`src/rtl/ctpc_pkg.sv`:
```
package ctpc_pkg;

  localparam int PL_W     = 2;
  localparam int SEL_W    = 16;
  localparam int OFF_W    = 32;
  localparam int CNT_W    = 5;
  localparam int DESC_W   = 64;
  localparam int HALF_W   = OFF_W / 2;
  localparam int TYPE_W   = 4;
  localparam int FAULT_W  = 3;
  localparam int KIND_W   = 2;
  localparam int NUM_DESC = 2;

  // upper-word field positions
  localparam int P_BIT    = 47;
  localparam int DPL_LSB  = 45;
  localparam int S_BIT    = 44;
  localparam int TYPE_LSB = 40;
  localparam int CNT_LSB  = 32;
  localparam int GSEL_LSB = 16;

  typedef enum logic [KIND_W-1:0] {
    XK_DIRECT     = 2'd0,
    XK_GATE_SAME  = 2'd1,
    XK_GATE_INNER = 2'd2,
    XK_TASK       = 2'd3
  } xfer_kind_e;

  typedef enum logic [FAULT_W-1:0] {
    FC_NONE   = 3'd0,
    FC_PRIV   = 3'd1,
    FC_TYPE   = 3'd2,
    FC_ABSENT = 3'd3,
    FC_BUSY   = 3'd4
  } fault_e;

  typedef struct packed {
    logic              present;
    logic [PL_W-1:0]   dpl;
    logic              is_code;
    logic              conforming;
    logic              is_call_gate;
    logic              is_task_gate;
    logic              is_tss;
    logic              busy;
    logic [SEL_W-1:0]  gate_sel;
    logic [OFF_W-1:0]  gate_off;
    logic [CNT_W-1:0]  dword_cnt;
  } desc_info_t;

  typedef struct packed {
    logic              allow;
    fault_e            fault;
    xfer_kind_e        kind;
    logic [PL_W-1:0]   new_cpl;
    logic              stack_sw;
    logic [OFF_W-1:0]  entry_off;
    logic [CNT_W-1:0]  param_cnt;
    logic [SEL_W-1:0]  new_cs;
  } xfer_result_t;

  function automatic xfer_result_t fault_result(input fault_e f, input logic [PL_W-1:0] cpl);
    xfer_result_t r;
    r         = '0;
    r.fault   = f;
    r.kind    = XK_DIRECT;
    r.new_cpl = cpl;
    r.allow   = (f == FC_NONE);
    return r;
  endfunction

endpackage

```
`src/rtl/ctpc_desc_decode.sv`:
```
module ctpc_desc_decode
  import ctpc_pkg::*;
(
  input  logic [DESC_W-1:0] desc,
  output desc_info_t        info
);

  logic [TYPE_W-1:0] typ;
  logic              sys_n;

  assign typ   = desc[TYPE_LSB +: TYPE_W];
  assign sys_n = desc[S_BIT];

  always_comb begin
    info              = '0;
    info.present      = desc[P_BIT];
    info.dpl          = desc[DPL_LSB +: PL_W];
    info.is_code      = sys_n && typ[3];
    info.conforming   = typ[2];
    info.is_call_gate = !sys_n && (typ[2:0] == 3'b100);
    info.is_task_gate = !sys_n && (typ == 4'b0101);
    info.is_tss       = !sys_n && !typ[2] && typ[0];
    info.busy         = typ[1];
    info.gate_sel     = desc[GSEL_LSB +: SEL_W];
    info.dword_cnt    = desc[CNT_LSB +: CNT_W];
    if (typ[3]) begin
      info.gate_off = {desc[DESC_W-1 -: HALF_W], desc[HALF_W-1:0]};
    end else begin
      info.gate_off = {{HALF_W{1'b0}}, desc[HALF_W-1:0]};
    end
  end

endmodule

```
`src/rtl/ctpc_direct_eval.sv`:
```
module ctpc_direct_eval
  import ctpc_pkg::*;
(
  input  logic [PL_W-1:0]  cpl,
  input  logic [SEL_W-1:0] req_sel,
  input  logic [OFF_W-1:0] req_off,
  input  desc_info_t       pri,
  output xfer_result_t     res
);

  logic code_priv_ok;
  logic tss_priv_ok;

  assign code_priv_ok = pri.conforming ? (pri.dpl <= cpl) : (pri.dpl == cpl);
  assign tss_priv_ok  = (pri.dpl == cpl);

  always_comb begin
    res = fault_result(FC_NONE, cpl);
    if (pri.is_code) begin
      if (!pri.present) begin
        res = fault_result(FC_ABSENT, cpl);
      end else if (!code_priv_ok) begin
        res = fault_result(FC_PRIV, cpl);
      end else begin
        res.kind      = XK_DIRECT;
        res.entry_off = req_off;
        res.new_cs    = {req_sel[SEL_W-1:PL_W], cpl};
      end
    end else if (pri.is_tss) begin
      if (!pri.present) begin
        res = fault_result(FC_ABSENT, cpl);
      end else if (!tss_priv_ok) begin
        res = fault_result(FC_PRIV, cpl);
      end else if (pri.busy) begin
        res = fault_result(FC_BUSY, cpl);
      end else begin
        res.kind = XK_TASK;
      end
    end else begin
      res = fault_result(FC_TYPE, cpl);
    end
  end

endmodule

```
`src/rtl/ctpc_gate_eval.sv`:
```
module ctpc_gate_eval
  import ctpc_pkg::*;
(
  input  logic [PL_W-1:0] cpl,
  input  logic [PL_W-1:0] rpl,
  input  desc_info_t      gate,
  input  desc_info_t      tgt,
  output xfer_result_t    res
);

  logic [PL_W-1:0] epl;
  logic [PL_W-1:0] lvl_next;
  logic            gate_priv_ok;
  logic            tgt_priv_ok;
  logic            goes_inner;

  assign epl          = (rpl > cpl) ? rpl : cpl;
  assign gate_priv_ok = (epl <= gate.dpl);
  // target never less privileged than the caller, nor than the requestor
  assign tgt_priv_ok  = (tgt.dpl <= epl) && (tgt.dpl <= cpl);
  assign lvl_next     = tgt.conforming ? cpl : tgt.dpl;
  assign goes_inner   = (lvl_next < cpl);

  always_comb begin
    res = fault_result(FC_NONE, cpl);
    if (gate.is_call_gate) begin
      if (!gate.present) begin
        res = fault_result(FC_ABSENT, cpl);
      end else if (!gate_priv_ok) begin
        res = fault_result(FC_PRIV, cpl);
      end else if (!tgt.is_code) begin
        res = fault_result(FC_TYPE, cpl);
      end else if (!tgt.present) begin
        res = fault_result(FC_ABSENT, cpl);
      end else if (!tgt_priv_ok) begin
        res = fault_result(FC_PRIV, cpl);
      end else begin
        res.kind      = goes_inner ? XK_GATE_INNER : XK_GATE_SAME;
        res.new_cpl   = lvl_next;
        res.stack_sw  = goes_inner;
        res.entry_off = gate.gate_off;
        res.param_cnt = gate.dword_cnt;
        res.new_cs    = {gate.gate_sel[SEL_W-1:PL_W], lvl_next};
      end
    end else if (gate.is_task_gate) begin
      if (!gate.present) begin
        res = fault_result(FC_ABSENT, cpl);
      end else if (!gate_priv_ok) begin
        res = fault_result(FC_PRIV, cpl);
      end else if (!tgt.is_tss) begin
        res = fault_result(FC_TYPE, cpl);
      end else if (!tgt.present) begin
        res = fault_result(FC_ABSENT, cpl);
      end else if (tgt.busy) begin
        res = fault_result(FC_BUSY, cpl);
      end else begin
        res.kind = XK_TASK;
      end
    end else begin
      res = fault_result(FC_TYPE, cpl);
    end
  end

endmodule

```
`src/rtl/ctpc_xfer_check.sv`:
```
module ctpc_xfer_check
  import ctpc_pkg::*;
(
  input  logic              clk,
  input  logic              rst_n,
  input  logic              req_valid,
  input  logic [1:0]        cur_cpl,
  input  logic [15:0]       req_sel,
  input  logic [31:0]       req_off,
  input  logic [63:0]       desc_pri,
  input  logic [63:0]       desc_tgt,
  output logic              rsp_valid,
  output logic              allow,
  output logic [2:0]        fault_code,
  output logic [1:0]        xfer_kind,
  output logic [1:0]        new_cpl,
  output logic              stack_switch,
  output logic [31:0]       entry_off,
  output logic [4:0]        param_cnt,
  output logic [15:0]       new_cs_sel
);

  logic [DESC_W-1:0] raw_desc [NUM_DESC];
  desc_info_t        info     [NUM_DESC];

  assign raw_desc[0] = desc_pri;
  assign raw_desc[1] = desc_tgt;

  for (genvar g = 0; g < NUM_DESC; g++) begin : g_dec
    ctpc_desc_decode u_dec (
      .desc (raw_desc[g]),
      .info (info[g])
    );
  end

  xfer_result_t res_direct;
  xfer_result_t res_gate;
  xfer_result_t res_sel;
  xfer_result_t res_d;
  xfer_result_t res_q;
  logic         vld_q;

  ctpc_direct_eval u_direct (
    .cpl     (cur_cpl),
    .req_sel (req_sel),
    .req_off (req_off),
    .pri     (info[0]),
    .res     (res_direct)
  );

  ctpc_gate_eval u_gate (
    .cpl  (cur_cpl),
    .rpl  (req_sel[PL_W-1:0]),
    .gate (info[0]),
    .tgt  (info[1]),
    .res  (res_gate)
  );

  always_comb begin
    if (info[0].is_call_gate || info[0].is_task_gate) begin
      res_sel = res_gate;
    end else begin
      res_sel = res_direct;
    end
  end

  // next state: capture only when a request is present
  always_comb begin
    res_d = res_q;
    if (req_valid) begin
      res_d = res_sel;
    end
  end

  always_ff @(posedge clk or negedge rst_n) begin
    if (!rst_n) begin
      res_q <= '0;
      vld_q <= 1'b0;
    end else begin
      res_q <= res_d;
      vld_q <= req_valid;
    end
  end

  assign rsp_valid    = vld_q;
  assign allow        = res_q.allow;
  assign fault_code   = res_q.fault;
  assign xfer_kind    = res_q.kind;
  assign new_cpl      = res_q.new_cpl;
  assign stack_switch = res_q.stack_sw;
  assign entry_off    = res_q.entry_off;
  assign param_cnt    = res_q.param_cnt;
  assign new_cs_sel   = res_q.new_cs;

endmodule

```
`config.mk`:
```
export PLATFORM = sky130hd
export DESIGN_NAME = ctpc_xfer_check
export DESIGN_NICKNAME = d
export VERILOG_FILES = /design/src/rtl/ctpc_pkg.sv /design/src/rtl/ctpc_desc_decode.sv /design/src/rtl/ctpc_direct_eval.sv /design/src/rtl/ctpc_gate_eval.sv /design/src/rtl/ctpc_xfer_check.sv
export SDC_FILE = /design/constraint.sdc
export NUM_CORES = 1
export LEC_CHECK = 0
export BUFFER_PORTS_ARGS = -buffer_cell sky130_fd_sc_hd__buf_4
export CAP_MARGIN = 20
export CORE_AREA = 2 2 94 96
export DETAILED_ROUTE_END_ITERATION = 8
export DIE_AREA = 0 0 96 98
export GPL_TIMING_DRIVEN = 0
export PLACE_DENSITY = 0.8
export SETUP_SLACK_MARGIN = 0.5
export SYNTH_ARGS = -nofsm -noshare
export SYNTH_HDL_FRONTEND = slang
export SYNTH_SLANG_ARGS = --single-unit
```
`constraint.sdc`:
```
create_clock -name clk -period 2.1 [get_ports clk]
set_clock_uncertainty 0.05 [all_clocks]
set_input_delay 0.105 -clock clk [delete_from_list [all_inputs] [get_ports clk]]
set_output_delay 0.105 -clock clk [all_outputs]
set_load 0.02 [all_outputs]
```
==> impl_results.md, run 1 <==
- Reg2reg path depth: 2
- Avg WL per Cell: 18.5 microns
- Largest net degree at the start of global routing: 64
- DP HPWL: between 8000 and 9000 microns
- Via density: ~5.5
- Synth warn: 0
- Status: finished with violations
- Worst Max-Slew Pin Slew: around 0.9 ns
- Setup Crit Path Kind: primary input to flop
- Final core occ: about three quarters
- Slew Viols, Final: 0
- Die Wd: roughly 96 microns
- Vias in the first global route: ~4400
- Required time of the worst setup path: around 2.3 ns
- Root Driver: clkbuf_8
- Nets: between 800 and 900
- P&R area growth vs syn: 91.1%
- Gr usage total: between 20% and 30%
- RSZ-0062 raised after global routing: yes
- Initial DRC count: 187
- Post-DRT Antenna Nets: 0
- Worst r2r dst: entry_off[27]
- I/O Buffers: ~180
- Most common cell after layout, fill and taps aside: buf_4
- Failing checks: setup timing
- # IOs: 244
- CP max FO: 5
- Critical Path End: entry_off[1]
- Final wirelength: ~14000 microns
- CTS tree: yes
- Post-synthesis sequential area ratio: 46.7%
- Max rail drop VDD: between 0.2 and 0.3 mV
- Power density over the cells: between 500 and 600 nW/um^2
- # DRC: 0
- Routability Congestion: 0.900
- Global-route wire length before repair: about 21000 microns
- Async set-or-reset flop fraction in the synthesized netlist: 100%
- Pleak: between 3 and 4 nW
- EDFF count, synth: 0
- Syn Inst Count: 381
- Worst r2r src: entry_off[27]
- Distinct cells, synth: 50
- Fmax: roughly 0.47 GHz
- R2R setup slack: approximately 1.1 ns
- Commonest cells after routing, fill and taps aside: buf_4 (187), dlygate4sd3_1 (72), dfrtp_1 (63)
- Area after DPL: between 4000 and 5000 sq um
- Cell Count, Final, Fillers Out: around 780
- Worst path slowest cell: mux2_4
- Final Hold Fails: 0
- Post-synth net total: around 570
- Chip Height: around 98 microns
- Overall die area: 9410 sq um
- Slew headroom: approximately two fifths
- Htree depth: 3
- Arrival time worst endpoint: between 2 and 2.5 ns
- Initial antenna violation count: 1
- CP Launch Type: primary input
- Inst Count DP: 670
- Crit end category: flop
- Max cap viols: 0
- Clk buf depth: 2
- Cts bufs inserted: 9
- Post-synth top flop: dfrtp_1
- Rows: 34
- Setup violations, final: 9
- Drt pass-1 iters: 4
- Minimum clock period: 2.13 ns
- Period utilization: 102%
- CP Launch Point: req_sel[0]
- Crit path cell chain: buf_12 -> inv_12 -> ha_4 -> inv_2 -> o22ai_2 -> mux2_4 -> inv_2 -> ha_4 -> and2b_2 -> a2bb2oi_4 -> nor4_4 -> buf_6 -> buf_8 -> a31oi_4 -> o21ai_2
- Post-route setup slack: -0.0327 ns
- Clock Sinks: between 60 and 70
- HP Class: primary input to flop
- Number of synthesized register bits: 63
- CP peak stage delay: approximately 0.33 ns
- Vias: approximately 4300
- Avg Cell Area, Syn: just under 9 sq um
- GRT Residual Overflow: 0
- Initial Util: approximately 40%
- Fraction of layout cells with a size suffix above 1: between 40% and 50%
- Post-route standard cell area excluding fillers: 6450 sq um
- Hold_sp: desc_pri[23]
- Clock Pin Slew Worst Setup and Hold Paths: approximately 0.07 ns
- Core Region: ~8500 sq um
- Worst skew pair latency: around 0.33 ns
- Mapped Area: 3380 sq um
## final cells by class
class | count | area (sq um)
Inverter | 33 | 144
Timing Repair Buffer | 271 | 2310
Clock inverter | 3 | 17.5
Sequential cell | 63 | 1580
Buffer | 25 | 190
Antenna cell | 2 | 5.00
Multi-Input combinational cell | 260 | 1920
Clock buffer | 13 | 159
Tap cell | 108 | 135
Fill cell | 529 | 2010
## sequential cells by signal, indices dropped and copies added, names as in the netlist
signal        count
entry_off        32
new_cs_sel       16
param_cnt         5
fault_code        3
new_cpl           2
xfer_kind         2
allow             1
rsp_valid         1
stack_switch      1
## layer usage
metal | wire length [microns] | vias to the layer above | GRT usage, %
met1 | 5460 | 2031 | 33.4
met4 | 654 | 0 | 16.6
met3 | 990 | 59 | 5.17
met5 | 0 | - | 0
li1 | - | 1917 | -
met2 | 7270 | 245 | 49.5
## how the worst min path moves through the flow
stage	endpoint	slack (ns)	cells after the start
final	new_cs_sel[7]	0.009	3
after CTS	new_cs_sel[7]	0.001	3
after global placement	entry_off[0]	0.19	1
after global routing	new_cs_sel[7]	0.0003	3
after detailed placement	entry_off[23]	0.19	1
after floorplan	allow	-0.24	0
## per-stage QoR
stage	hold slack [ns]	setup TNS [ns]	power, mW	setup slack (ns)
floorplan	-0.241	-5.18	1.69	-0.147
global placement	0.187	-26.54	2.08	-0.588
detailed placement	0.194	-30.07	2.10	-0.675
CTS	0.00131	-0.0328	3.21	-0.0201
global route	0.000320	-0.771	3.44	-0.0624
finish	0.00938	-0.110	3.29	-0.0327
## cells in the mapped netlist (all sizes together), types with 2 or more instances
cell,instances,share of area [%]
a21oi,8,1.2
a22oi,16,3.6
a31oi,33,6.1
a32oi,3,0.78
and2,2,0.37
and2b,2,0.52
and4,2,0.59
buf,10,2.4
clkbuf,14,1.9
dfrtp,63,47
ha,12,4.4
inv,33,3.7
mux2,2,0.67
nand2,39,4.3
nand2b,3,0.56
nand3,10,1.9
nand4,2,0.37
nor2,42,4.7
nor3,3,0.44
nor4,2,0.56
o21ai,61,9.3
or3b,2,0.59
## power breakdown
group	leakage (nW)	switching (mW)	total, mW	internal [mW]
logic	2.11	0.508	1.01	0.500
clock network	0.0894	0.470	0.960	0.490
registers	0.812	0.0415	1.32	1.28
## timing repair
item                       in CTS  in global routing
pin swaps                      28                 26
hold endpoints to repair      116                  0
gates cloned                    1                  1
hold buffers                   72                  0
buffers inserted               12                  4
setup endpoints to repair      62                 62
resized for setup              47                 41
## worst max-delay path, delay by kind of cell
kind            cells  cell delay (ns)
mux                 1             0.33
simple gates        2             0.39
compound gates      4             0.59
buf+inv             6             0.57
fa+ha+maj           2             0.36
## cell families after synthesis
kind of cell / synth area share [%]
AND/OR/NAND/NOR: 16.6
AO/OA/AOI/OAI: 23.1
adder cells (fa/ha/maj): 4.44
buffers and inverters: 8.19
multiplexers: 0.963
flip-flops: 46.7
No activity file was read; power rests on OpenSTA's default activity.
==> run 2: changes to the inputs <==
--- a/config.mk
+++ b/config.mk
@@ -12,7 +12,6 @@
 export DIE_AREA = 0 0 96 98
 export GPL_TIMING_DRIVEN = 0
 export PLACE_DENSITY = 0.8
-export SETUP_SLACK_MARGIN = 0.5
 export SYNTH_ARGS = -nofsm -noshare
 export SYNTH_HDL_FRONTEND = slang
 export SYNTH_SLANG_ARGS = --single-unit
==> run 2 against run 1 <==
  * The run still ends with setup timing left
  * Via count fell by 3.0%
  * Largest cell class unchanged
  * Count of clock-buffer cells in the layout shrank 2
  * Total power up 2.9%
  * Flip-flop and latch count did not move
  * Critical endpoint is now entry_off[27]
  * Highest routed layer unchanged
==> impl_results.md, run 2 (synthesis results as in run 1) <==
- Setup violations, final: 57
- Initial DRC count: 174
- Rows: 34
- Fmax: between 0.4 and 0.5 GHz
- Avg WL per Cell: between 15 and 20 microns
- DP HPWL: 8490 microns
- RSZ-0062 raised after global routing: yes
- Pwr Total: about 3.4 mW
- Drt pass-1 iters: 4
- Final wirelength: approximately 14000 microns
- CP max FO: 8
- Slew Viols, Final: 0
- Final Hold Fails: 0
- Largest net degree at the start of global routing: 64
- Largest register FFs: 32
- Pleak: between 2 and 3 nW
- Vias: approximately 4100
- R2R setup slack: ~1.2 ns
- Clk buf depth: 2
- Slew headroom: 46.5%
- # DRC: 0
- Setup Crit Path Kind: primary input to flop
- Routability Congestion: a little under 0.9
- Power density over the cells: ~540 nW/um^2
- Gr usage total: between 20 and 30%
- Die Wd: ~96 microns
- Max cap viols: 0
- # IOs: 244
- Max rail drop VDD: between 0.2 and 0.3 mV
- Initial Util: between 30% and 40%
- DP Worst Slack: -0.668 ns
- Vias in the first global route: between 4000 and 5000
- Clock Pin Slew Worst Setup and Hold Paths: approximately 0.07 ns
- Most common cell after layout, fill and taps aside: buf_4
- Nets: 849
- Crit end category: flop
- GRT Residual Overflow: 0
- HP Class: primary input to flop
- Required time of the worst setup path: 2.31 ns
- Core Region: 8470 sq um
- Arrival time worst endpoint: between 2 and 2.5 ns
- # diodes: 0
- Overall die area: around 9400 sq um
- Worst Max-Slew Pin Slew: roughly 0.80 ns
- Clock Sinks: 63
- CTS tree: yes
- Cts bufs inserted: 9
- Commonest cells after routing, fill and taps aside: buf_4 (186), dlygate4sd3_1 (71), dfrtp_1 (63)
- Cell Count, Final, Fillers Out: approximately 770
- Chip Height: 98 microns
- Htree depth: 3
- Minimum clock period: approximately 2.3 ns
- I/O Buffers: around 180
- Global-route wire length before repair: just over 20000 microns
- Status: finished with violations
- Via density: about 5.4
- Root Driver: clkbuf_8
- Initial antenna violation count: 0
- P&R area growth vs syn: 84.9%
- Post-DRT Antenna Nets: 0
- Inst Count DP: between 600 and 700
- Post-route setup slack: -0.176 ns
- Setup_tns: -5.82 ns
- CP Launch Type: primary input
- Period utilization: 108%
- Failing checks: setup timing
- Worst skew pair latency: around 0.34 ns
- Fraction of layout cells with a size suffix above 1: 41.3%
run 2: power breakdown:
group / total, mW / internal, mW / switching [mW]
sequential: 1.32 / 1.28 / 0.0431
combinational: 0.966 / 0.482 / 0.484
clock: 1.10 / 0.611 / 0.486
run 2: what timing repair did:
| item | CTS | global route |
|---|---|---|
| hold buffers | 71 | 0 |
| endpoints found under the setup margin | 44 | 46 |
| buffers inserted | 2 | 6 |
| resized for setup | 23 | 42 |
| hold endpoints to repair | 116 | 0 |
| gates cloned | 3 | 1 |
| pin swaps | 16 | 17 |
run 2: area by class of cell:
| cell class | instances | area (sq um) |
|---|---|---|
| timing repair buffer | 264 | 2230 |
| fill | 576 | 2220 |
| multi-input combinational | 260 | 1780 |
| sequential | 63 | 1580 |
| buffer | 25 | 175 |
| clock buffer | 11 | 151 |
| inverter | 33 | 144 |
| tap | 108 | 135 |
| clock inverter | 5 | 56.3 |
run 2: metal layers:
metal  share of wire, %  vias to the layer above  GRT usage, %
met3                6.3                       57          5.02
met2                 52                      217          50.2
li1                   -                     1898             -
met5                  0                        -             0
met1                 37                     1952          31.4
met4                4.8                        0          14.6
run 2: through the flow:
stage | util, % | hold slack [ns] | cell area (sq um)
finish | 73.8 | 0.0161 | 6240
CTS | 71.0 | 0.000600 | 6010
global placement | 58.5 | 0.185 | 4950
global route | 73.8 | 0.00541 | 6240
floorplan | - | -0.241 | 3460
detailed placement | 58.5 | 0.193 | 4950
run 2: final timing paths:
| path | end | from | depth (start not counted) |
|---|---|---|---|
| worst min register to register | stack_switch | stack_switch | 2 |
| worst min-delay path | new_cs_sel[3] | desc_pri[19] | 3 |
| worst max-delay path | entry_off[27] | cur_cpl[1] | 14 |
| worst max register to register | entry_off[4] | entry_off[4] | 1 |
| max in group asynchronous | entry_off[10] | rst_n | 2 |
| min in group asynchronous | entry_off[0] | rst_n | 2 |
run 2: critical path, stage by stage:
cell	delay (ns)
buf_12	0.11
inv_8	0.05
ha_4	0.21
o22ai_4	0.19
mux2_4	0.33
inv_2	0.07
ha_4	0.10
and2b_2	0.24
buf_4	0.15
o21ai_4	0.17
and4_4	0.28
nand3_4	0.15
clkbuf_16	0.21
o21ai_2	0.12
==> run 3: changes to the inputs <==
--- a/config.mk
+++ b/config.mk
@@ -7,11 +7,13 @@
 export LEC_CHECK = 0
 export BUFFER_PORTS_ARGS = -buffer_cell sky130_fd_sc_hd__buf_4
 export CAP_MARGIN = 20
-export CORE_AREA = 2 2 94 96
+export CELL_PAD_IN_SITES_DETAIL_PLACEMENT = 1
+export CELL_PAD_IN_SITES_GLOBAL_PLACEMENT = 1
+export CORE_ASPECT_RATIO = 0.8
+export CORE_UTILIZATION = 30
 export DETAILED_ROUTE_END_ITERATION = 8
-export DIE_AREA = 0 0 96 98
 export GPL_TIMING_DRIVEN = 0
-export PLACE_DENSITY = 0.8
+export PLACE_DENSITY_LB_ADDON = 0.1
 export SYNTH_ARGS = -nofsm -noshare
 export SYNTH_HDL_FRONTEND = slang
 export SYNTH_SLANG_ARGS = --single-unit
==> run 3 against run 2 <==
  * Via count down 2.5%
  * Critical path depth down 3
  * Die area up 24%
  * Largest cell class unchanged
  * Clock power up 34%
  * Sequential share of layout area down 0.75 points
  * The run still ends with setup timing left
  * Flip-flop and latch count unchanged
  * Critical path type unchanged
  * First-iteration DRC count down 4.6%
  * Sequential power about the same
==> impl_results.md, run 3 (synthesis results as in run 1) <==
- Period utilization: 104%
- Chip Height: between 90 and 100 microns
- DP Worst Slack: -0.823 ns
- Failing checks: setup timing
- Overall die area: between 10000 and 15000 sq um
- Hold_sp: desc_pri[51]
- Cts bufs inserted: 9
- Minimum clock period: 2.18 ns
- P&R area growth vs syn: 90.5%
- Global-route wire length before repair: 23000 microns
- Initial DRC count: 166
- Worst Hold Endpoint: entry_off[19]
- Drt pass-1 iters: 4
- Status: finished with violations
- Cell Count, Final, Fillers Out: between 700 and 800
- Pleak: around 3 nW
- Hold slack: approximately 0.0053 ns
- Max rail drop VDD: 0.295 mV
- HP Class: primary input to flop
- RSZ-0062 raised after global routing: yes
- Most common cell after layout, fill and taps aside: buf_4
- Power density over the cells: ~600 nW/um^2
- Commonest cells after routing, fill and taps aside: buf_4 (184), dlygate4sd3_1 (65), dfrtp_1 (63)
- Setup violations, final: 13
- Setup_tns: -0.313 ns
- Setup Crit Path Kind: primary input to flop
- Worst r2r dst: entry_off[22]
- Final core occ: around 60%
- GRT Residual Overflow: 0
- Fraction of layout cells with a size suffix above 1: a little over two fifths
- Required time of the worst setup path: about 2.3 ns
- Nets: approximately 840
- Max cap viols: 0
- Fmax: about 0.46 GHz
- Reg2reg path depth: 2
- Largest net degree at the start of global routing: 64
- # diodes: 0
- Final Hold Fails: 0
- Final wirelength: about 15000 microns
- Gr usage total: between 20% and 30%
- Clk buf depth: 2
- CP max FO: 3
- Vias in the first global route: between 4000 and 5000
- # IOs: 244
- Routability Congestion: between 0.7 and 0.8
- Vias: about 4000
- Avg WL per Cell: approximately 19 microns
- Worst skew pair latency: 0.32 ns
- Clock Sinks: 63
- Via density: about 5.0
- Worst r2r src: entry_off[22]
- Post-route setup slack: -0.0843 ns
- Largest register FFs: 32
- Initial Util: 30.9%
- Die Wd: approximately 120 microns
- CTS tree: yes
- # DRC: 0
- Rows: 34
- Core Region: 10900 sq um
- Pwr Total: 3.77 mW
- I/O Buffers: roughly 180
- CP Launch Type: primary input
- Clock Pin Slew Worst Setup and Hold Paths: 0.05 ns
- Post-DRT Antenna Nets: 0
- Arrival time worst endpoint: approximately 2.4 ns
- Post-route standard cell area excluding fillers: 6440 sq um
- Slew Viols, Final: 0
- R2R setup slack: around 1.2 ns
- Slew headroom: a little over two fifths
- Area after DPL: 5000 sq um
- WHS Path Cells: 3
- Initial antenna violation count: 0
- DP HPWL: about 9400 microns
- Htree depth: 3
- Root Driver: clkbuf_16
- Inst Count DP: 706
- Crit end category: flop
- Worst Max-Slew Pin Slew: a little under 0.9 ns
-- run 3: cell count changes in the layout (fill, tap and decap cells not counted), sizes merged --
cell	before	now
dlygate4sd3	71	65
clkbuf	26	27
clkinvlp	1	0
-- run 3: cell type report --
class	count	area [sq um]
Buffer	25	189
Clock buffer	12	246
Clock inverter	4	45.0
Fill cell	1193	4500
Inverter	33	146
Multi-Input combinational cell	260	1860
Sequential cell	63	1580
Tap cell	144	180
Timing Repair Buffer	258	2200
-- run 3: worst max path at each step --
stage	startpoint	endpoint	slack, ns
3_3_place_gp	cur_cpl[0]	entry_off[9]	-0.82
3_5_place_dp	cur_cpl[0]	entry_off[13]	-0.82
2_1_floorplan	req_sel[0]	entry_off[0]	-0.15
6_report	cur_cpl[1]	fault_code[1]	-0.08
5_1_grt	cur_cpl[1]	entry_off[14]	-0.13
4_1_cts	cur_cpl[1]	entry_off[13]	-0.06
-- run 3: metal layers --
layer / GRT usage (%) / wire, microns / up-vias
met5: 0 / 0 / -
met4: 7.12 / 348 / 0
met3: 6.78 / 972 / 27
met2: 43.2 / 7680 / 153
met1: 31.3 / 6350 / 1947
li1: - / - / 1895
-- run 3: timing repair --
| item | in CTS | in global routing |
|---|---|---|
| gates cloned | 1 | 2 |
| pin swaps | 15 | 21 |
| hold buffers | 64 | 1 |
| resized for setup | 27 | 63 |
| endpoints found under the hold margin | 114 | 1 |
| setup endpoints to repair | 59 | 56 |
| buffers inserted | 7 | 2 |
-- run 3: critical path: stages --
cell and delay, ns:
buf_12 0.11, inv_8 0.05, ha_4 0.21, o22ai_4 0.17, mux2_4 0.34, inv_4 0.06, ha_4 0.11, and2b_2 0.24
a2bb2oi_4 0.16, a2111oi_0 0.56, o32a_1 0.27
-- run 3: power by group --
group	leakage, nW	internal (mW)	switching (mW)
Clock	0.146	0.945	0.523
Combinational	2.05	0.479	0.497
Sequential	0.812	1.28	0.0438
Total	3.00	2.71	1.06
